--- src/rtl/tx_jabber_guard.sv ---
module tx_jabber_guard #(
  parameter int JAB_LIMIT  = 100,
  parameter int UNJAB_TIME = 500
) (
  input  logic clk,
  input  logic rst_n,
  input  logic ms_tick,
  input  logic tx_active,
  input  logic tx_data_in,
  input  logic link_pulse,
  input  logic status_rd,
  output logic tx_data_en,
  output logic line_out,
  output logic jabber_col,
  output logic jabber_status
);
  localparam int TW = $clog2(JAB_LIMIT + 1);
  localparam int UW = $clog2(UNJAB_TIME + 1);

  logic          jab_q;
  logic          sts_q;
  logic [TW-1:0] act_cnt;
  logic [UW-1:0] idle_cnt;
  logic          act_hit;
  logic          idle_hit;

  assign act_hit  = ms_tick && tx_active && (act_cnt == TW'(JAB_LIMIT - 1));
  assign idle_hit = ms_tick && !tx_active && (idle_cnt == UW'(UNJAB_TIME - 1));

  always_ff @(posedge clk) begin
    if (!rst_n) begin
      jab_q    <= 1'b0;
      act_cnt  <= '0;
      idle_cnt <= '0;
    end else if (!jab_q) begin
      idle_cnt <= '0;
      if (!tx_active) act_cnt <= '0;
      else if (act_hit) begin
        jab_q   <= 1'b1;
        act_cnt <= '0;
      end else if (ms_tick) act_cnt <= act_cnt + 1'b1;
    end else begin
      act_cnt <= '0;
      if (tx_active) idle_cnt <= '0;
      else if (idle_hit) begin
        jab_q    <= 1'b0;
        idle_cnt <= '0;
      end else if (ms_tick) idle_cnt <= idle_cnt + 1'b1;
    end
  end

  always_ff @(posedge clk) begin
    if (!rst_n) sts_q <= 1'b0;
    else if (!jab_q && act_hit) sts_q <= 1'b1;
    else if (status_rd && !jab_q) sts_q <= 1'b0;
  end

  assign tx_data_en    = !jab_q;
  assign jabber_col    = jab_q;
  assign jabber_status = sts_q;
  assign line_out      = (tx_data_in && tx_data_en) || link_pulse;
endmodule

--- config.mk ---
export PLATFORM = sky130hd
export DESIGN_NAME = tx_jabber_guard
export DESIGN_NICKNAME = d
export VERILOG_FILES = /design/src/rtl/tx_jabber_guard.sv
export SDC_FILE = /design/constraint.sdc
export NUM_CORES = 1
export LEC_CHECK = 0
export CAP_MARGIN = 25
export CORE_ASPECT_RATIO = 1.25
export CORE_MARGIN = 2
export CORE_UTILIZATION = 52
export CTS_CLUSTER_SIZE = 10
export DETAILED_ROUTE_END_ITERATION = 12
export HOLD_SLACK_MARGIN = 0.02
export PLACE_DENSITY = 0.75
export SYNTH_ARGS = -nofsm -noshare
export SYNTH_HDL_FRONTEND = slang
export SYNTH_SLANG_ARGS = --single-unit
--- constraint.sdc ---
create_clock -name clk -period 1.6 [get_ports clk]
set_input_delay 0.32 -clock clk [delete_from_list [all_inputs] [get_ports clk]]
set_output_delay 0.32 -clock clk [all_outputs]
set_load 0.05 [all_outputs]
==> metrics <==
minimum clock period=1.50 ns; vias=a little under 800; worst slew pin tran=0.307 ns; r2r worst-path depth=3; FF-to-FF setup slack=approximately 0.1 ns; Worst-path clk slew=between 0.1 and 0.15 ns; Critical Path End Type=primary output; Synth Cell Area=a little under 900 um2; pre-CTS setup slack=-0.223 ns; Yosys warning count=0; synth cell count leaders=dfxtp_1, nor2_1, nand2_1; Post-synth EDFFs=0; hold slack=0.489 ns; cell count after synthesis=~100; PnR worst setup slack=between 0.09 and 0.1 ns; CP max FO=8; Synth Register Bits=18; Peak VDD IR=0.719 mV; RSZ-0062 raised after global routing=no; CTS tree=built; Hold Path End=jabber_col; Detailed Route WL=1.74 mm; Die W=roughly 40 um; hold_sp=tx_active; leading cell types by total area after synthesis=dfxtp_1, nand4_1, xnor2_1; syn nets=110; Distinct cells, synth=34; sequential cell area fraction in the yosys report=40.3%; Primary FF master, synth=dfxtp_1; port buffer count=10; hold_buf cts=0; DR WL/cell=12.8 um; # IOs=11; count leader, synth=dfxtp_1; Fin. Hold Viols=0; Worst Hold Depth=4; Max Clock Skew=0.00568 ns; total power=0.000785 W; Worst Hold Class=input pin to register; Pre-Repair DR Iteration Count=2; clock root cell=clkbuf_4; RR Startpoint=idle_cnt[2]; Worst setup SP type=register; dpl cells=between 100 and 150; post-DP HPWL=1.35 mm; DR vias/cell=5.70; Rows=16; fin. max-slew vios=0; Placeable Area=1600 um2; DRT iter0 DRCs=5; via count of the first global-routing pass=~700; Diodes inserted=0; first-pass GRT wire length=2.86 mm; Mapped Avg Cell Area=8.86 um2; Final Net Count=128; Max Cap Viol=0; Final setup viols=0; drc violations=0; largest net degree at the start of global routing=11; Net Switching=0.000168 W; WP data arrival=1.18 ns; Die H=50.4 um; Int Power=0.000617 W; status=completed; Post-Layout Cell Count=136; Area Growth Syn to Fin=25.0%; Comb power frac=6.7%; kind of critical path=register to primary output; layout cell share with drive strength beyond 1=16.9%; Bufs on Longest Clock Path=2; Die ar.=2070 um2; Reg2Reg Capture Point=idle_cnt[0]; clock power share=35.8%; Routed Antenna Nets=0; post-synth top area share=roughly two fifths; switching share of total power=21.4%; Leak Pwr=0.399 nW; slew margin rel.=approximately four fifths; Sequential Power Share=between 50% and 60%; Synth area leader=dfxtp_1; CTS Buf Count=3; Final period util=93.9%; Async SR Flop Fraction=0%; PwrDens=702 nW/um2; initial antenna violation count=0; clk_lat worst skew=0.29 ns; CTS Sinks=18; routability cong.=0.770; initial core utilization=55.9%; GRT Util Overall=19.3%; Setup Total Neg Slack=0 ns; H-tree depth reported by CTS=1; CP required=1.28 ns; Max Fclk=~0.67 GHz; gr ovfl total=0
[power groups by stage]
stage                     clock [W]  combinational [W]  sequential (W)
after floorplan                   0          0.0000227        0.000461
after global placement            0          0.0000519        0.000462
after detailed placement          0          0.0000538        0.000462
after CTS                  0.000284          0.0000539        0.000452
after global routing       0.000298          0.0000567        0.000452
final                      0.000281          0.0000527        0.000452
[worst max-delay path, stage by stage (launching register included)]
cell and delay (ns):
dfxtp_2 0.43, inv_1 0.11, a21o_1 0.20, buf_12 0.15
[layout make-up]
type | count | area, um2
well taps | 18 | 22.5
flip-flops and latches | 18 | 363
multi-input cells | 75 | 503
clock buffers | 4 | 36.3
fillers | 135 | 483
repair buffers | 16 | 175
inverters | 5 | 18.8
[worst max path at each step]
stage | start | to | slack [ns] | cells after the start
2_1_floorplan | jabber_col | line_out | 0.05 | 2
3_3_place_gp | tx_active | idle_cnt[0] | -0.21 | 4
3_5_place_dp | tx_active | idle_cnt[5] | -0.22 | 4
4_1_cts | tx_active | idle_cnt[5] | 0.08 | 4
5_1_grt | idle_cnt[2] | idle_cnt[2] | 0.02 | 3
6_report | jabber_col | line_out | 0.1 | 3
[through the flow]
stage / instance area (um2) / utilization (%)
2_1_floorplan: 896 / -
3_3_place_gp: 1070 / 66.9
3_5_place_dp: 1070 / 66.9
4_1_cts: 1110 / 69.1
5_1_grt: 1120 / 69.8
6_report: 1120 / 69.8
[sequential cells by signal (all words and copies together), names as in the netlist]
name	cells
jabber_col	1
idle_cnt	9
act_cnt	7
jabber_status	1
[cells in the final DEF, fill, tap and decap left out, types with 4 or more instances in the layout]
cell	n
xnor2_1	5
nand4_1	7
nor2_1	11
dfxtp_1	16
buf_4	7
inv_1	5
nand2_1	8
nand3_1	4
clkdlybuf4s50_1	5
[kinds of logic after synthesis]
family	after synthesis	share of synthesized area (%)
flops	18	40.3
compound gates	20	16.6
buf+inv	8	3.50
fa+ha+maj	2	2.80
mux	2	2.24
simple gates	43	26.7
xor+xnor	8	7.83
[per-layer routing]
layer  up-vias  track usage (%)  routed length [um]
met5         -                0                   0
li1        404                -                   -
met3         2             2.65                  29
met2         4             31.0                 872
met1       365             26.6                 821
met4         0             4.84                  14
[repair_timing]
| item | in CTS | in global routing |
|---|---|---|
| resized for setup | 0 | 2 |
| setup buffers | 0 | 1 |
| setup endpoints to repair | 0 | 5 |
Power figures use the tool's default switching activity.
